**src/rtl/bytebus_counter_pkg.sv**
```systemverilog
package bytebus_counter_pkg;
  localparam int BYTE_W = 8;
  localparam int CNT_W  = 2 * BYTE_W;
  localparam int SEL_W  = 3;

  typedef enum logic {LOC_LOW = 1'b0, LOC_HIGH = 1'b1} loc_e;

  // One counting step in the chosen direction, modulo 2^CNT_W.
  function automatic logic [CNT_W-1:0] step_value(input logic [CNT_W-1:0] cur,
                                                  input logic down);
    step_value = down ? cur - CNT_W'(1) : cur + CNT_W'(1);
  endfunction

  // True when an upward step leaves the all-ones value.
  function automatic logic wraps_upward(input logic [CNT_W-1:0] cur,
                                        input logic down);
    wraps_upward = !down && (cur == {CNT_W{1'b1}});
  endfunction
endpackage

```
**src/rtl/bytebus_counter_core.sv**
```systemverilog
module bytebus_counter_core
  import bytebus_counter_pkg::*;
(
  input  logic             clk,
  input  logic             rst,
  input  logic             load_en,
  input  logic [CNT_W-1:0] load_val,
  input  logic             run_en,
  input  logic             clear_en,
  input  logic             down,
  output logic [CNT_W-1:0] cnt,
  output logic             wrap_up
);
  logic [CNT_W-1:0] cnt_r;
  logic             step_ok;

  // A step happens only when the bus is quiet and clear is not asserted.
  assign step_ok = run_en && !clear_en && !load_en;
  assign wrap_up = step_ok && wraps_upward(cnt_r, down);

  always_ff @(posedge clk) begin
    if (rst) begin
      cnt_r <= '0;
    end else if (load_en) begin
      cnt_r <= load_val;
    end else if (run_en && clear_en) begin
      cnt_r <= '0;
    end else if (run_en) begin
      cnt_r <= step_value(cnt_r, down);
    end
  end

  assign cnt = cnt_r;
endmodule

```
**src/rtl/bytebus_counter_bus.sv**
```systemverilog
module bytebus_counter_bus
  import bytebus_counter_pkg::*;
(
  input  logic              clk,
  input  logic              rst,
  input  logic              addr,
  input  logic              wr,
  input  logic              rd,
  input  logic [BYTE_W-1:0] wdata,
  input  logic [CNT_W-1:0]  cnt,
  output logic [BYTE_W-1:0] rdata,
  output logic [BYTE_W-1:0] temp,
  output logic              lo_write,
  output logic [CNT_W-1:0]  load_val
);
  logic [BYTE_W-1:0] temp_r;
  logic              hi_write;
  logic              lo_read;

  assign hi_write = wr && (loc_e'(addr) == LOC_HIGH);
  assign lo_write = wr && (loc_e'(addr) == LOC_LOW);
  assign lo_read  = rd && (loc_e'(addr) == LOC_LOW);

  always_ff @(posedge clk) begin
    if (rst) begin
      temp_r <= '0;
    end else if (hi_write) begin
      temp_r <= wdata;
    end else if (lo_read) begin
      temp_r <= cnt[CNT_W-1:BYTE_W];
    end
  end

  assign load_val = {temp_r, wdata};
  assign rdata    = (loc_e'(addr) == LOC_HIGH) ? temp_r : cnt[BYTE_W-1:0];
  assign temp     = temp_r;
endmodule

```
**src/rtl/bytebus_counter_flags.sv**
```systemverilog
module bytebus_counter_flags
  import bytebus_counter_pkg::*;
(
  input  logic             clk,
  input  logic             rst,
  input  logic [CNT_W-1:0] cnt,
  input  logic [CNT_W-1:0] top_value,
  input  logic             wrap_up,
  input  logic             ovf_clr,
  output logic             at_top,
  output logic             at_bottom,
  output logic             ovf_flag
);
  logic ovf_r;

  always_ff @(posedge clk) begin
    if (rst)          ovf_r <= 1'b0;
    else if (wrap_up) ovf_r <= 1'b1;
    else if (ovf_clr) ovf_r <= 1'b0;
  end

  assign at_top    = (cnt == top_value);
  assign at_bottom = (cnt == '0);
  assign ovf_flag  = ovf_r;
endmodule

```
**src/rtl/bytebus_counter.sv**
```systemverilog
module bytebus_counter
  import bytebus_counter_pkg::*;
(
  input  logic              clk,
  input  logic              rst,
  input  logic              bus_addr,
  input  logic              bus_wr,
  input  logic              bus_rd,
  input  logic [BYTE_W-1:0] bus_wdata,
  output logic [BYTE_W-1:0] bus_rdata,
  input  logic              tick,
  input  logic              count_down,
  input  logic              clear,
  input  logic [SEL_W-1:0]  clk_sel,
  input  logic [CNT_W-1:0]  top_value,
  input  logic              ovf_clr,
  output logic              at_top,
  output logic              at_bottom,
  output logic              ovf_flag
);
  logic [CNT_W-1:0]  cnt_q;
  logic [BYTE_W-1:0] temp_q;
  logic [CNT_W-1:0]  load_val;
  logic              lo_write;
  logic              run_en;
  logic              wrap_up;

  assign run_en = tick && (clk_sel != '0);

  bytebus_counter_bus u_bus (
    .clk(clk), .rst(rst), .addr(bus_addr), .wr(bus_wr), .rd(bus_rd),
    .wdata(bus_wdata), .cnt(cnt_q), .rdata(bus_rdata), .temp(temp_q),
    .lo_write(lo_write), .load_val(load_val)
  );

  bytebus_counter_core u_core (
    .clk(clk), .rst(rst), .load_en(lo_write), .load_val(load_val),
    .run_en(run_en), .clear_en(clear), .down(count_down),
    .cnt(cnt_q), .wrap_up(wrap_up)
  );

  bytebus_counter_flags u_flags (
    .clk(clk), .rst(rst), .cnt(cnt_q), .top_value(top_value),
    .wrap_up(wrap_up), .ovf_clr(ovf_clr), .at_top(at_top),
    .at_bottom(at_bottom), .ovf_flag(ovf_flag)
  );
endmodule

```
**config.mk**
```make
export PLATFORM = sky130hd
export DESIGN_NAME = bytebus_counter
export DESIGN_NICKNAME = d
export VERILOG_FILES = /design/src/rtl/bytebus_counter_pkg.sv /design/src/rtl/bytebus_counter_core.sv /design/src/rtl/bytebus_counter_bus.sv /design/src/rtl/bytebus_counter_flags.sv /design/src/rtl/bytebus_counter.sv
export SDC_FILE = /design/constraint.sdc
export NUM_CORES = 1
export LEC_CHECK = 0
export ABC_AREA = 1
export ABC_CLOCK_PERIOD_IN_PS = 1700
export BUFFER_PORTS_ARGS = -buffer_cell sky130_fd_sc_hd__buf_4
export CAP_MARGIN = 5
export CORE_ASPECT_RATIO = 0.75
export CORE_MARGIN = 5
export CORE_UTILIZATION = 51
export DETAILED_ROUTE_END_ITERATION = 10
export GPL_TIMING_DRIVEN = 0
export PLACE_DENSITY = 0.77
export SKIP_LAST_GASP = 1
export SYNTH_ARGS = -nofsm -noshare
export SYNTH_HDL_FRONTEND = slang
export SYNTH_SLANG_ARGS = --single-unit
```
**constraint.sdc**
```tcl
create_clock -name clk -period 1.7 [get_ports clk]
set_input_delay 0 -clock clk [delete_from_list [all_inputs] [get_ports clk]]
set_output_delay 0 -clock clk [all_outputs]
set_load 0.1 [all_outputs]
```
==> results_dict.tcl, run 1 <==
set metrics [dict create \
    rsz0062_at_grt "true" \
    core-area_mm2 0.00484 \
    p_leak_nw 1.58 \
    synthesis.nets 455 \
    crit_path_max_fanout 6 \
    final_nets 511 \
    layout.cells.non_filler 519 \
    syn_inst 404 \
    critPathCaptureType "register" \
    path_class "reg2reg" \
    finalHoldViolCount 0 \
    startpoint "u_core.cnt[0]" \
    antenna_found_initial 0 \
    cts_tree "yes" \
    grt_first_pass_wirelength_um 12700 \
    die_h_um 71.0 \
    power_density_mw_per_mm2 600 \
    start_kind "register" \
    grt-ovfl-total 0 \
    finClkSkew_ns 0.00260 \
    min_period_over_period_pct 101 \
    crit-reg2reg-launch "u_core.cnt[0]" \
    hold_path_class "in2reg" \
    grt_start_max_net_pins 18 \
    slew_headroom_pct 58.8 \
    p_total_mw 2.03 \
    num_vias 2881 \
    die_w_um 91.3 \
    via_per_inst 5.55 \
    fin_crit_ns 1.72 \
    fmax_mhz 582 \
    synth.distinct_cells 37 \
    antenna_cells 0 \
    cts_buffer_depth 2 \
    cp.arrival_ns 1.92 \
    drive_gt1_share_pct 33.6 \
    crit_end "u_core.cnt[12]" \
    power_frac_clock_pct 18.2 \
    yosys_warnings 0 \
    report.final.slew_viol_count 0 \
    peakVddDrop_v 0.000466 \
    grt_usage_pct 23.7 \
    clock_sinks 25 \
    switching_power_uw 872 \
    setup_viol 1 \
    min_from "bus_wdata[0]" \
    fin_ws_ns -0.0183 \
    synthFlopType "dfxtp_1" \
    gp_congestion 0.969 \
    worstMarginPinSlew_ns 0.617 \
    rows 22 \
    combPwrFrac_pct 48.1 \
    detail_route.first_pass.iterations 6 \
    p_seq_share_pct 33.8 \
    grt_pass1_vias 2743 \
    cts_max_level 1 \
    pre_cts_slack_ns -0.240 \
    numPortBuffers 44 \
    r2r_slack_ns -0.02 \
    p_int_mw 1.16 \
    synth_area_mm2 0.00253 \
    synth-edff-count 0 \
    cp_slowest_stage_delay_ns 0.43 \
    post_drt_wl_per_cell_um 15.6 \
    initialDrtViolationCount 260 \
    ios 47 \
    swShare_pct 42.9 \
    r2r_end "u_core.cnt[12]" \
    async_flop_share_pct 0 \
    path_cells "clkinvlp_4 > fa_2 > inv_2 > nand3_2 > nand3_4 > nand3_4 > nand4_1 > nand3_2 > a21oi_2" \
    start_util_pct 52.2 \
    status "finished with violations" \
    hpwl_um 6250 \
    die_area_mm2 0.00648 \
    worstPathRequired_ns 1.90 \
    max_cap_viol_count 0 \
    dp.cells 508 \
    synth_seq_cells 25 \
    drc 0 \
    syn_area_per_cell_um2 6.26 \
    crit_path_top_delay_cell "fa_2" \
    area_growth_pct 34.1 \
    cts_buffers 3 \
    ant_nets 0 \
    ys_seq_area_share_pct 19.8 \
    clkLatencyLatePin_ns 0.27 \
    violations "negative setup slack" \
    path_clk_slew_ns 0.09 \
    cts_root_buffer "clkbuf_8" \
    r2r_cells 9 \
    wl_um 8090 \
    holdWs_ns 0.00764 \
]
[worst min path at each step]
stage                                   to  slack, ns  cells past startpoint
final                        u_core.cnt[0]      0.008                      3
after global routing         u_core.cnt[0]       0.01                      3
after CTS                    u_core.cnt[0]      0.003                      3
after detailed placement  u_flags.ovf_flag       0.26                      4
after global placement    u_flags.ovf_flag       0.26                      4
after floorplan              u_core.cnt[0]       0.16                      2
[area by class of cell]
| cell class | count | area, um2 |
|---|---|---|
| multi-input cells | 287 | 1960 |
| fillers | 419 | 1460 |
| flip-flops and latches | 25 | 531 |
| repair buffers | 51 | 402 |
| inverters | 82 | 312 |
| well taps | 60 | 75.1 |
| plain buffers | 10 | 65.1 |
| clock buffers | 4 | 45.0 |
[synth_stat cells, types with 3 or more instances]
library cell,count,area share [%]
inv_1,80,12
nand4_1,5,1.2
buf_4,3,0.89
nor2_1,19,2.8
a21oi_1,22,4.4
or2_2,5,1.2
ha_1,14,6.9
a21oi_2,5,1.7
o22ai_1,3,0.74
nand3_1,30,5.9
a211oi_1,7,2.1
o21ai_0,19,3.8
nor4_1,8,2.0
clkbuf_1,3,0.45
xor2_1,15,5.2
nor3_1,5,0.99
nand2_1,106,16
dfxtp_1,25,20
o22ai_2,7,3.5
[per-stage QoR]
step | utilization [%] | TNS (ns) | cell area, um2
floorplan | - | -0.212 | 2560
detailed placement | 61.3 | -1.63 | 2970
finish | 69.9 | -0.0183 | 3390
CTS | 64.0 | -0.0161 | 3100
global placement | 61.3 | -1.32 | 2970
global route | 69.9 | -0.630 | 3390
[cell families after synthesis]
kind of cell | after synthesis | synth area share (%)
DFF | 25 | 19.8
buffers and inverters | 92 | 14.8
AOI/OAI and AO/OA | 67 | 18.1
adders and majority gates | 15 | 7.72
xor gates and xnor gates | 17 | 5.89
and+or+nand+nor | 188 | 33.8
[state kept, by name (all words and copies together), names as in the netlist]
register and count:
u_core.cnt 16, u_bus.temp 8, u_flags.ovf_flag 1
[what timing repair did]
action | in CTS | in global routing
setup endpoints to repair | 15 | 14
resized for setup | 21 | 52
hold endpoints to repair | 1 | 0
hold buffers | 1 | 0
setup buffers | 0 | 6
pin swaps | 0 | 8
[critical path: cells and delay by family (launching register included)]
kind,cells,cell delay [ns]
fa+ha+maj,1,0.43
buf+inv,2,0.22
flops,1,0.41
compound gates,1,0.13
simple gates,5,0.46
[layout by cell type (no fill, tap or decap), types with 8 or more instances in the layout]
| cell type | netlist | routed |
|---|---|---|
| a21oi_1 | 22 | 17 |
| a21oi_2 | 5 | 10 |
| buf_4 | 3 | 51 |
| dfxtp_1 | 25 | 11 |
| dfxtp_2 | 0 | 9 |
| ha_4 | 0 | 9 |
| inv_1 | 80 | 78 |
| nand2_1 | 106 | 96 |
| nand2_2 | 0 | 9 |
| nand3_1 | 30 | 20 |
| nand3_2 | 0 | 8 |
| nor2_1 | 19 | 16 |
| o21ai_0 | 19 | 11 |
| o21ai_2 | 1 | 9 |
| xor2_1 | 15 | 15 |
[power by group through the flow]
stage          Combinational (mW)  Sequential, mW  Clock (mW)
6_report                    0.977           0.687       0.369
5_1_grt                      1.06           0.692       0.392
4_1_cts                     0.864           0.679       0.364
3_5_place_dp                0.838           0.690           0
3_3_place_gp                0.823           0.688           0
2_1_floorplan               0.621           0.671           0
[per-layer routing]
layer | up-vias | global-route usage [%] | share of wire (%)
li1 | 1416 | - | -
met4 | 0 | 2.28 | 0.38
met1 | 1312 | 34.1 | 45
met3 | 4 | 6.80 | 10
met5 | - | 0 | 0
met2 | 149 | 36.6 | 45
Power figures use the tool's default switching activity.
==> run 2, diff against run 1 <==
--- a/config.mk
+++ b/config.mk
@@ -10,7 +10,6 @@
 export BUFFER_PORTS_ARGS = -buffer_cell sky130_fd_sc_hd__buf_4
 export CAP_MARGIN = 5
 export CORE_ASPECT_RATIO = 0.75
-export CORE_MARGIN = 5
 export CORE_UTILIZATION = 51
 export DETAILED_ROUTE_END_ITERATION = 10
 export GPL_TIMING_DRIVEN = 0
==> results_dict.tcl, run 2 (same netlist as run 1, synthesis figures left out) <==
set metrics [dict create \
    path_buf_inv 0 \
    rsz0062_at_grt "true" \
    cp_slowest_stage_delay_ns 0.35 \
    core-area_mm2 0.00460 \
    peakVddDrop_v 0.000394 \
    grt_start_max_net_pins 18 \
    area_growth_pct 30.9 \
    p_leak_nw 1.55 \
    ant_nets 0 \
    hold_path_class "in2reg" \
    fin_util_pct 72.0 \
    fin_crit_ns 1.65 \
    report.final.slew_viol_count 0 \
    crit_path_top_delay_cell "dfxtp_2" \
    die_w_um 83.3 \
    holdWs_ns 0.00759 \
    clkLatencyLatePin_ns 0.28 \
    cts_buffer_depth 2 \
    fmax_mhz 606 \
    slew_headroom_pct 62.9 \
    hpwl_um 6030 \
    start_util_pct 55.0 \
    post_drt_wl_per_cell_um 15.3 \
    num_vias 2852 \
    path_clk_slew_ns 0.09 \
    numPortBuffers 44 \
    finalHoldViolCount 0 \
    max_cap_viol_count 0 \
    die_h_um 63.0 \
    drive_gt1_share_pct 30.8 \
    initialDrtViolationCount 232 \
    path_class "reg2reg" \
    layout.cells.non_filler 515 \
    cp.arrival_ns 1.85 \
    die_area_mm2 0.00524 \
    cts_root_buffer "clkbuf_8" \
    path_cells "ha_1 > nand2_1 > nor2_1 > and2_1 > nand2_1 > nand3_1 > nand3_1 > a21oi_1" \
    min_period_over_period_pct 97.1 \
    cts_buffers 3 \
    cts_tree "yes" \
    worstMarginPinSlew_ns 0.557 \
    power_density_mw_per_mm2 608 \
    largest_reg_flops 16 \
    grt-ovfl-total 0 \
    final_common_cell "nand2_1" \
    dp.cells 505 \
    via_per_inst 5.54 \
    crit_path_max_fanout 5 \
    final_nets 510 \
    gp_congestion 0.938 \
    antenna_found_initial 0 \
    status "complete, no violations" \
    grt_pass1_vias 2532 \
    grt_usage_pct 29.4 \
    setup_viol 0 \
    rows 21 \
    worstPathRequired_ns 1.90 \
    cts_max_level 1 \
    crit_family "simple AND/OR/NAND/NOR gates" \
    p_total_mw 2.01 \
    start_kind "register" \
    finClkSkew_ns 0.00151 \
    detail_route.first_pass.iterations 6 \
    fillers 409 \
    tns_ns 0 \
    antenna_cells 0 \
    grt_first_pass_wirelength_um 12300 \
    ios 47 \
    drc 0 \
    layout_common_cells "102 x nand2_1, 77 x inv_1, 51 x buf_4" \
    critPathCaptureType "register" \
    clock_sinks 25 \
    wl_um 7890 \
]
-- run 2: timing repair --
item,CTS,global route
buffers inserted,0,5
gates resized for setup,20,41
hold buffers,1,0
pin swaps,0,7
hold endpoints to repair,1,0
endpoints found under the setup margin,15,14
-- run 2: final cells by class --
cell class | instances | area [um2] | area share [%]
Buffer | 10 | 65.1 | 1.97
Clock buffer | 4 | 45.0 | 1.36
Inverter | 82 | 308 | 9.30
Multi-Input combinational cell | 287 | 1890 | 57.2
Sequential cell | 25 | 538 | 16.3
Tap cell | 57 | 71.3 | 2.16
Timing Repair Buffer | 50 | 390 | 11.8
-- run 2: worst min-delay path: cells and delay by family --
kind | cells | cell delay (ns)
AOI/OAI and AO/OA | 1 | 0.05
buffers and inverters | 1 | 0.11
and+or+nand+nor | 1 | 0.09
-- run 2: metrics by stage --
stage / setup WS [ns] / cell area [um2]
after floorplan: -0.212 / 2560
after global placement: -0.204 / 2970
after detailed placement: -0.221 / 2970
after CTS: 0.00288 / 3080
after global routing: -0.0847 / 3310
final: 0.0493 / 3310
-- run 2: report_power, final --
part / total [mW] / internal (mW) / leakage, nW / switching, mW
Sequential: 0.683 / 0.626 / 0.214 / 0.0566
Combinational: 0.953 / 0.353 / 1.31 / 0.600
Clock: 0.375 / 0.168 / 0.0228 / 0.207
Total: 2.01 / 1.15 / 1.55 / 0.863
-- run 2: path summary, 6_finish.rpt --
check / from / endpoint / slack, ns / depth (start not counted)
max: u_core.cnt[8] / u_core.cnt[13] / 0.05 / 8
min: bus_wdata[0] / u_core.cnt[0] / 0.008 / 3
max reg2reg: u_core.cnt[8] / u_core.cnt[13] / 0.05 / 8
min reg2reg: u_flags.ovf_flag / u_flags.ovf_flag / 0.47 / 2
-- run 2: layer usage --
metal | vias up | wire (um) | share of wire [%] | track usage, %
met4 | 0 | 69 | 0.88 | 5.82
li1 | 1408 | - | - | -
met5 | - | 0 | 0 | 0
met1 | 1281 | 3590 | 46 | 43.0
met2 | 150 | 3400 | 43 | 44.7
met3 | 13 | 821 | 10 | 5.42
==> run 3, diff against run 2 <==
--- a/config.mk
+++ b/config.mk
@@ -10,10 +10,9 @@
 export BUFFER_PORTS_ARGS = -buffer_cell sky130_fd_sc_hd__buf_4
 export CAP_MARGIN = 5
 export CORE_ASPECT_RATIO = 0.75
-export CORE_UTILIZATION = 51
+export CORE_UTILIZATION = 25
 export DETAILED_ROUTE_END_ITERATION = 10
 export GPL_TIMING_DRIVEN = 0
-export PLACE_DENSITY = 0.77
 export SKIP_LAST_GASP = 1
 export SYNTH_ARGS = -nofsm -noshare
 export SYNTH_HDL_FRONTEND = slang
==> results_dict.tcl, run 3 (same netlist as run 1, synthesis figures left out) <==
set metrics [dict create \
    status "complete, no violations" \
    fin_crit_ns 1.69 \
    clock_sinks 25 \
    die_area_mm2 0.0105 \
    grt_pass1_vias 2574 \
    peakVddDrop_v 0.000337 \
    fin_ws_ns 0.0118 \
    grt-ovfl-total 0 \
    max_cap_viol_count 0 \
    grt_first_pass_wirelength_um 12800 \
    antenna_found_initial 0 \
    cp.arrival_ns 1.69 \
    path_class "reg2out" \
    drc 0 \
    worstPathRequired_ns 1.70 \
    numPortBuffers 44 \
    post_drt_wl_per_cell_um 14.3 \
    cts_max_level 1 \
    num_vias 2806 \
    critPathCaptureType "primary output" \
    holdWs_ns 0.0151 \
    initialDrtViolationCount 201 \
    area_growth_pct 36.7 \
    dp.cells 580 \
    ios 47 \
    rsz0062_at_grt "true" \
    grt_usage_pct 15.5 \
    final_common_cell "nand2_1" \
    core-area_mm2 0.00974 \
    via_per_inst 4.75 \
    setup_viol 0 \
    finClkSkew_ns 0.00323 \
    layout.cells.non_filler 591 \
    start_util_pct 26.0 \
    crit_path_max_fanout 3 \
    path_clk_slew_ns 0.07 \
    fmax_mhz 592 \
    layout_common_cells "100 x nand2_1, 77 x inv_1, 52 x buf_4" \
    cts_tree "yes" \
    cts_root_buffer "clkbuf_16" \
    drive_gt1_share_pct 30.7 \
    die_h_um 89.1 \
    worstMarginPinSlew_ns 0.607 \
    rows 31 \
    antenna_cells 0 \
    gp_congestion 0.924 \
    min_period_over_period_pct 99.3 \
    pre_cts_slack_ns -0.218 \
    wl_um 8440 \
    hold_path_class "in2reg" \
    slew_headroom_pct 59.5 \
    clkLatencyLatePin_ns 0.26 \
    die_w_um 118 \
    detail_route.first_pass.iterations 5 \
    largest_reg_flops 16 \
    ant_nets 0 \
    power_density_mw_per_mm2 634 \
    p_leak_nw 1.57 \
    cts_buffer_depth 2 \
    finalHoldViolCount 0 \
    start_kind "register" \
    cts_buffers 3 \
    final_nets 511 \
    hpwl_um 6720 \
    report.final.slew_viol_count 0 \
    grt_start_max_net_pins 18 \
]
## run 3: changes by cell type in the layout (fill, tap and decap cells not counted), moves of 2 or more
cell,change
clkbuf_16,+3
clkbuf_8,-3
dfxtp_1,+2
dfxtp_2,-2
nand2_1,-2
nor4_1,+2
nor4_2,-2
## run 3: critical path: stages (launching register included)
cell and delay (ns):
dfxtp_4 0.37, buf_4 0.14, nor4_1 0.20, nand3_1 0.18
nor3_2 0.21, buf_4 0.32
## run 3: metal layers
layer	GRT usage, %	wire length [um]
met3	3.00	670
met2	25.0	3670
met4	1.05	33
met1	22.2	4070
met5	0	0
## run 3: final cells by class
| cell class | instances | area, um2 |
|---|---|---|
| Timing Repair Buffer | 51 | 398 |
| Tap cell | 132 | 165 |
| Buffer | 10 | 65.1 |
| Clock buffer | 4 | 78.8 |
| Multi-Input combinational cell | 287 | 1910 |
| Inverter | 82 | 308 |
| Sequential cell | 25 | 536 |
| Fill cell | 1052 | 6280 |
## run 3: report_power, final
part | switching (mW) | internal, mW
Sequential | 0.0579 | 0.626
Combinational | 0.603 | 0.358
Clock | 0.225 | 0.322
Total | 0.885 | 1.31
## run 3: stage by stage
| stage | instance area (um2) | power (mW) | TNS, ns | utilization [%] |
|---|---|---|---|---|
| 2_1_floorplan | 2560 | 1.29 | -0.212 | - |
| 3_3_place_gp | 3060 | 1.53 | -1.59 | 31.4 |
| 4_1_cts | 3220 | 2.10 | -0.0445 | 33.1 |
| 3_5_place_dp | 3060 | 1.54 | -1.78 | 31.4 |
| 6_report | 3460 | 2.19 | 0 | 35.5 |
| 5_1_grt | 3460 | 2.30 | -0.114 | 35.5 |
## run 3: worst paths after layout
check,to,slack [ns],depth (start not counted),from
worst max-delay path,at_bottom,0.01,5,u_core.cnt[4]
worst min-delay path,u_core.cnt[0],0.02,3,bus_wdata[0]
worst max register to register,u_core.cnt[5],0.04,7,u_core.cnt[2]
worst min register to register,u_bus.temp[2],0.47,2,u_bus.temp[2]
## run 3: timing repair
| item | 4_1_cts | 5_1_grt |
|---|---|---|
| gates cloned | 0 | 0 |
| setup endpoints to repair | 14 | 11 |
| setup buffers | 0 | 6 |
| hold endpoints to repair | 1 | 0 |
| resized for setup | 20 | 40 |
| pin swaps | 0 | 7 |
| hold buffers | 1 | 0 |
